## src/rtl/mu_pkg.sv

```systemverilog
package mu_pkg;

    localparam int ADDR_W = 8;
    localparam int DATA_W = 32;
    localparam int BYTE_W = 8;
    localparam int WORD_W = ADDR_W - 2;

    // word indices (byte offset / 4)
    localparam logic [WORD_W-1:0] WA_IRQ  = 6'h00;
    localparam logic [WORD_W-1:0] WA_EN   = 6'h01;
    localparam logic [WORD_W-1:0] WA_DATA = 6'h10;
    localparam logic [WORD_W-1:0] WA_IEN  = 6'h11;
    localparam logic [WORD_W-1:0] WA_IID  = 6'h12;
    localparam logic [WORD_W-1:0] WA_LINE = 6'h15;
    localparam logic [WORD_W-1:0] WA_CTL  = 6'h18;
    localparam logic [WORD_W-1:0] WA_XST  = 6'h19;

    localparam logic [DATA_W-1:0] EN_FIXED   = 32'h0000_0001;
    localparam logic [DATA_W-1:0] CTL_FIXED  = 32'h0000_0003;
    localparam logic [DATA_W-1:0] FIFO_BITS  = 32'h0000_00C0;
    localparam logic [DATA_W-1:0] LINE_IDLE  = 32'h0000_0060;
    localparam logic [DATA_W-1:0] XST_IDLE   = 32'h0000_030E;
    localparam int                LEVEL_LSB  = 16;

    typedef struct packed {
        logic pop;
        logic flush;
        logic ien_we;
        logic tx_we;
    } bus_cmd_t;

endpackage

```

## src/rtl/mu_rx_fifo.sv

```systemverilog
module mu_rx_fifo #(
    parameter int DEPTH = 8,
    parameter int W     = 8,
    localparam int PW   = (DEPTH > 1) ? $clog2(DEPTH) : 1,
    localparam int CW   = $clog2(DEPTH + 1)
) (
    input  logic          clk,
    input  logic          rst,
    input  logic          push_valid,
    input  logic [W-1:0]  push_data,
    output logic          push_ready,
    input  logic          pop,
    input  logic          flush,
    output logic [W-1:0]  head_data,
    output logic [CW-1:0] fill
);

    localparam logic [CW:0]   DEPTH_X  = (CW+1)'(DEPTH);
    localparam logic [PW-1:0] LAST_PTR = PW'(DEPTH - 1);

    typedef struct packed {
        logic [PW-1:0] head;
        logic [CW-1:0] count;
    } fifo_st_t;

    fifo_st_t      st_d, st_q;
    logic [W-1:0]  mem [DEPTH];
    logic          do_push, do_pop;
    logic [CW:0]   slot_sum;
    logic [PW-1:0] wr_idx;

    always_comb begin
        push_ready = (st_q.count < CW'(DEPTH));
        do_push    = push_valid && push_ready && !flush;
        do_pop     = pop && (st_q.count != '0) && !flush;

        slot_sum = (CW+1)'(st_q.head) + (CW+1)'(st_q.count);
        if (slot_sum >= DEPTH_X) begin
            wr_idx = PW'(slot_sum - DEPTH_X);
        end else begin
            wr_idx = PW'(slot_sum);
        end

        st_d = st_q;
        if (flush) begin
            st_d.count = '0;
        end else begin
            if (do_pop) begin
                st_d.head = (st_q.head == LAST_PTR) ? '0 : st_q.head + 1'b1;
            end
            case ({do_push, do_pop})
                2'b10:   st_d.count = st_q.count + 1'b1;
                2'b01:   st_d.count = st_q.count - 1'b1;
                default: st_d.count = st_q.count;
            endcase
        end
    end

    always_ff @(posedge clk) begin
        if (rst) begin
            st_q <= '0;
        end else begin
            st_q <= st_d;
        end
    end

    always_ff @(posedge clk) begin
        if (do_push) begin
            mem[wr_idx] <= push_data;
        end
    end

    assign head_data = mem[st_q.head];
    assign fill      = st_q.count;

endmodule

```

## src/rtl/mu_irq_ctrl.sv

```systemverilog
module mu_irq_ctrl (
    input  logic       clk,
    input  logic       rst,
    input  logic       ien_we,
    input  logic [1:0] ien_wdata,
    input  logic       rx_nonempty,
    output logic [1:0] ien,
    output logic       irq
);

    typedef struct packed {
        logic [1:0] en;
    } irq_st_t;

    irq_st_t st_d, st_q;

    always_comb begin
        st_d = st_q;
        if (ien_we) begin
            st_d.en = ien_wdata;
        end
    end

    always_ff @(posedge clk) begin
        if (rst) begin
            st_q <= '0;
        end else begin
            st_q <= st_d;
        end
    end

    // bit 0: receive data pending, bit 1: transmitter always empty
    assign ien = st_q.en;
    assign irq = (st_q.en[0] && rx_nonempty) || st_q.en[1];

endmodule

```

## src/rtl/mu_tx_strobe.sv

```systemverilog
module mu_tx_strobe #(
    parameter int W = 8
) (
    input  logic         clk,
    input  logic         rst,
    input  logic         we,
    input  logic [W-1:0] wbyte,
    output logic         tx_valid,
    output logic [W-1:0] tx_data
);

    typedef struct packed {
        logic         valid;
        logic [W-1:0] data;
    } tx_st_t;

    tx_st_t st_d, st_q;

    always_comb begin
        st_d       = st_q;
        st_d.valid = we;
        if (we) begin
            st_d.data = wbyte;
        end
    end

    always_ff @(posedge clk) begin
        if (rst) begin
            st_q <= '0;
        end else begin
            st_q <= st_d;
        end
    end

    assign tx_valid = st_q.valid;
    assign tx_data  = st_q.data;

endmodule

```

## src/rtl/mu_reg_decode.sv

```systemverilog
module mu_reg_decode
    import mu_pkg::*;
#(
    parameter int CW = 4
) (
    input  logic [ADDR_W-1:0] addr,
    input  logic              rd,
    input  logic              wr,
    input  logic [1:0]        wctl,
    input  logic              irq,
    input  logic [1:0]        ien,
    input  logic [CW-1:0]     fill,
    input  logic [BYTE_W-1:0] head,
    output logic [DATA_W-1:0] rdata,
    output bus_cmd_t          cmd
);

    logic              aligned;
    logic [WORD_W-1:0] word;
    logic              nonempty;
    logic [DATA_W-1:0] level_word;

    always_comb begin
        aligned    = (addr[1:0] == 2'b00);
        word       = addr[ADDR_W-1:2];
        nonempty   = (fill != '0);
        level_word = DATA_W'(fill) << LEVEL_LSB;

        rdata = '0;
        if (aligned) begin
            case (word)
                WA_IRQ:  rdata = DATA_W'(irq);
                WA_EN:   rdata = EN_FIXED;
                WA_DATA: rdata = DATA_W'(head);
                WA_IEN:  rdata = FIFO_BITS | DATA_W'(ien);
                WA_IID:  rdata = FIFO_BITS
                               | (nonempty ? 32'h4 : 32'h2)
                               | (irq ? 32'h0 : 32'h1);
                WA_LINE: rdata = LINE_IDLE | DATA_W'(nonempty);
                WA_CTL:  rdata = CTL_FIXED;
                WA_XST:  rdata = XST_IDLE | DATA_W'(nonempty) | level_word;
                default: rdata = '0;
            endcase
        end

        cmd.pop    = rd && aligned && (word == WA_DATA);
        cmd.tx_we  = wr && aligned && (word == WA_DATA);
        cmd.ien_we = wr && aligned && (word == WA_IEN);
        cmd.flush  = wr && aligned && (word == WA_IID) && wctl[1];
    end

endmodule

```

## src/rtl/mu_regif.sv

```systemverilog
module mu_regif
    import mu_pkg::*;
#(
    parameter int RX_DEPTH = 8
) (
    input  logic                  clk,
    input  logic                  rst,
    input  logic [ADDR_W-1:0]     bus_addr,
    input  logic                  bus_rd,
    input  logic                  bus_wr,
    input  logic [DATA_W-1:0]     bus_wdata,
    output logic [DATA_W-1:0]     bus_rdata,
    input  logic [BYTE_W-1:0]     rx_data,
    input  logic                  rx_valid,
    output logic                  rx_ready,
    output logic [BYTE_W-1:0]     tx_data,
    output logic                  tx_valid,
    output logic                  irq
);

    localparam int CW = $clog2(RX_DEPTH + 1);

    bus_cmd_t          cmd;
    logic [CW-1:0]     fill_cnt;
    logic [BYTE_W-1:0] head_byte;
    logic [1:0]        ien_bits;
    logic              unused_wdata_hi;

    assign unused_wdata_hi = ^bus_wdata[DATA_W-1:BYTE_W];

    mu_reg_decode #(.CW(CW)) u_dec (
        .addr  (bus_addr),
        .rd    (bus_rd),
        .wr    (bus_wr),
        .wctl  (bus_wdata[1:0]),
        .irq   (irq),
        .ien   (ien_bits),
        .fill  (fill_cnt),
        .head  (head_byte),
        .rdata (bus_rdata),
        .cmd   (cmd)
    );

    mu_rx_fifo #(.DEPTH(RX_DEPTH), .W(BYTE_W)) u_fifo (
        .clk        (clk),
        .rst        (rst),
        .push_valid (rx_valid),
        .push_data  (rx_data),
        .push_ready (rx_ready),
        .pop        (cmd.pop),
        .flush      (cmd.flush),
        .head_data  (head_byte),
        .fill       (fill_cnt)
    );

    mu_irq_ctrl u_irq (
        .clk         (clk),
        .rst         (rst),
        .ien_we      (cmd.ien_we),
        .ien_wdata   (bus_wdata[1:0]),
        .rx_nonempty (fill_cnt != '0),
        .ien         (ien_bits),
        .irq         (irq)
    );

    mu_tx_strobe #(.W(BYTE_W)) u_tx (
        .clk      (clk),
        .rst      (rst),
        .we       (cmd.tx_we),
        .wbyte    (bus_wdata[BYTE_W-1:0]),
        .tx_valid (tx_valid),
        .tx_data  (tx_data)
    );

endmodule

```

## config.mk

```make
export PLATFORM = sky130hd
export DESIGN_NAME = mu_regif
export DESIGN_NICKNAME = d
export VERILOG_FILES = /design/src/rtl/mu_pkg.sv /design/src/rtl/mu_rx_fifo.sv /design/src/rtl/mu_irq_ctrl.sv /design/src/rtl/mu_tx_strobe.sv /design/src/rtl/mu_reg_decode.sv /design/src/rtl/mu_regif.sv
export SDC_FILE = /design/constraint.sdc
export NUM_CORES = 1
export LEC_CHECK = 0
export CAP_MARGIN = 20
export CORE_MARGIN = 2
export CORE_UTILIZATION = 45
export DETAILED_ROUTE_END_ITERATION = 8
export PLACE_DENSITY = 0.76
export SYNTH_ARGS = -nofsm -noshare
export SYNTH_HDL_FRONTEND = slang
export SYNTH_HIERARCHICAL = 1
export SYNTH_SLANG_ARGS = --single-unit
export TNS_END_PERCENT = 100
```

## constraint.sdc

```tcl
create_clock -name clk -period 4.6 [get_ports clk]
set_input_delay 1.38 -clock clk [delete_from_list [all_inputs] [get_ports clk]]
set_output_delay 1.38 -clock clk [all_outputs]
set_load 0.03 [all_outputs]
```

==> run metrics <==
Least-Margin Pin Slew=0.961 ns; Clk Latency, worst-skew pair=0.35 ns; post-synthesis instance total=287; reg2reg path depth=5; Fmax=around 220 MHz; clk_skew=0.00945 ns; Startpoint Class=primary input; largest net degree at the start of global routing=20; Max clock buf depth=2; data required time of the worst path=3.22 ns; drt drc=0; cell at the slowest stage of the critical path=clkdlybuf4s50_1; antenna violations before repair=0; area of the core=8680 µm²; postcts setup bufs=0; worst reg2reg setup slack=1.79 ns; std cell rows=34; min cycle time layout=4.48 ns; Post-synth EDFFs=64; Clock Root Buffer=clkbuf_8; Final ANT Viol Nets=0; Leakage=1.65 nW; setup TNS=0 ns; Final Max Tran Viols=0; first-pass iteration count of the detailed router=4; number of H-tree levels=3; Top FF cell, synth=edfxtp_1; crit path cell chain=clkdlybuf4s50_1, or4b_4, nor2_2, nand3_1, a21oi_1, buf_4; gpl congestion=0.802; P&R area growth vs syn=18.9%; vias in the first global route=between 2000 and 2500; Netlist Area Pre-Place=4000 µm²; post-synth top area cell=edfxtp_1; Max Cap Viol=0; Final Hold Viols=0; DPL Wire Length=between 5 and 6 mm; Hold Path Origin=u_tx/tx_data[5]; # nets final=408; Total Wirelength=7.76 mm; Critical Path End Type=primary output; Sink Count=85; status=completed; Critical Path Fanout Max=6; gr usage total=16.7%; CTS tree=yes; crit path DAT=3.10 ns; RSZ-0062 raised after global routing=false; final setup vio count=0; I/O Buffers=53; number of DRC markers in iteration 0=134; IR drop worst, VDD=approximately 0.22 mV; Ant. Diodes=0; crit share post-route=97.4%; post-synth top area share=48.0%; largest cells by area after synthesis=edfxtp_1 (48%), dfxtp_1 (11%), mux4_2 (9.0%); io pins=96; reg2reg start=u_fifo/fill[0]; Die Area=slightly below 10000 µm²; ys async rst share=0%; reg2reg end=u_fifo/mem[3][3]; Worst Hold End=u_tx/tx_data[5]; hold path depth=2; synth cell count leaders=edfxtp_1 (64), nor2_1 (32), buf_4 (25); DR vias/cell=approximately 5.3; share of layout cells above drive strength 1=22.4%; total of warnings raised by yosys=6; Synth Register Bits=85; wire length per cell=16.9 µm; grt ovf=0; most frequent cell after synthesis=edfxtp_1; power density over the cells=320 nW/µm²; first-pass GRT wire length=12.6 mm; via count=2440; initial core utilization=between 40% and 50%; Clk pin slew, worst setup/hold paths=0.09 ns; dpl cell area=4550 µm²; CTS buffer count=9; crit path kind=in2out; Crit path largest cell delay=0.56 ns; Rel. slew slack=35.7%; Die Y=98.3 µm; synthesized area per cell=roughly 14 µm²; Design Area, Final=4760 µm²; chip width=98.3 µm; sequential area share after synthesis=58.5%; fill count=704; HP Class=reg2reg; distinct cell type count of the synthesized netlist=52
[registers in the layout, indices dropped and copies added (netlist names), named ones only]
name,count
u_fifo/fill,4
u_tx/tx_valid,1
u_fifo/mem,64
u_fifo/st_q,3
u_irq/ien,2
u_tx/tx_data,8
[cells in the final DEF (no fill, tap or decap), drive strengths merged, types with 2 or more instances in the layout]
master and instances:
edfxtp 64, clkdlybuf4s50 39, nor2 33, buf 30
dfxtp 21, conb 18, mux4 16, mux2i 14
nor3 11, clkbuf 10, inv 10, a21oi 8
mux2 8, nor4 7, nand3 6, ha 6
and2 5, nand2b 4, xor2 4, nor2b 3
nand2 3, o21ai 3, or4 2, a211oi 2
and3 2, or3b 2, xnor2 2, fa 2
nor3b 2
[layout make-up]
class,instances,area [µm²],area share [%]
flip-flops and latches,85,2340,49.2
multi-input cells,176,1440,30.2
repair buffers,69,616,12.9
well taps,108,135,2.84
clock buffers,10,128,2.68
clock inverters,6,78.8,1.66
inverters,6,22.5,0.473
[how the worst max path moves through the flow]
stage	start	end	slack (ns)	cells after the start
after CTS	bus_addr[2]	bus_rdata[6]	0.09	6
after global routing	bus_addr[2]	bus_rdata[6]	0.02	6
after global placement	bus_addr[6]	u_fifo/fill[2]	0.08	13
final	bus_addr[6]	bus_rdata[1]	0.12	6
after floorplan	bus_addr[5]	bus_rdata[6]	0.34	5
after detailed placement	bus_addr[6]	u_fifo/fill[2]	0.02	13
[what timing repair did]
action                                  CTS  global route
endpoints found under the setup margin    0             1
hold buffers                              0             0
gates resized for setup                   0             1
[metrics by stage]
stage          std cells  hold WS, ns  util (%)  worst slack (ns)  power, mW
2_1_floorplan        304        0.477         -             0.344      0.950
3_3_place_gp         444        0.472      52.5            0.0845      0.987
3_5_place_dp         444        0.487      52.5            0.0218      0.991
4_1_cts              460        0.508      54.8            0.0947       1.53
5_1_grt              460        0.546      54.9            0.0190       1.58
6_report             460        0.505      54.9             0.121       1.52
[layer usage]
layer / share of wire (%) / GRT usage, % / vias up
li1: - / - / 1149
met1: 45 / 23.1 / 1197
met2: 48 / 26.9 / 92
met3: 6.4 / 3.58 / 2
met4: 0.52 / 4.32 / 0
met5: 0 / 0 / -
[power by group]
part	leakage, nW	total (mW)	switching (mW)	internal (mW)
Sequential	0.751	0.847	0.00683	0.840
Clock	0.105	0.547	0.283	0.264
Combinational	0.798	0.128	0.0756	0.0522
Total	1.65	1.52	0.365	1.16
[cell families (layout without fill, tap and decap cells)]
logic type	Yosys count	after routing	synth area share, %
AND/OR/NAND/NOR	86	86	12.2
flip-flops	85	85	58.5
buffers and inverters	43	91	7.22
multiplexers	38	38	14.8
AO/OA/AOI/OAI	20	20	3.09
adder cells (fa/ha/maj)	8	8	2.87
XOR/XNOR	6	6	1.31
other	1	18	0.0937
[worst max-delay path: cells and delay by family]
| kind | cells | cell delay (ns) |
|---|---|---|
| buffers and inverters | 2 | 0.75 |
| AND/OR/NAND/NOR | 3 | 0.74 |
| AO/OA/AOI/OAI | 1 | 0.22 |
(Power assumes the default switching activity.)
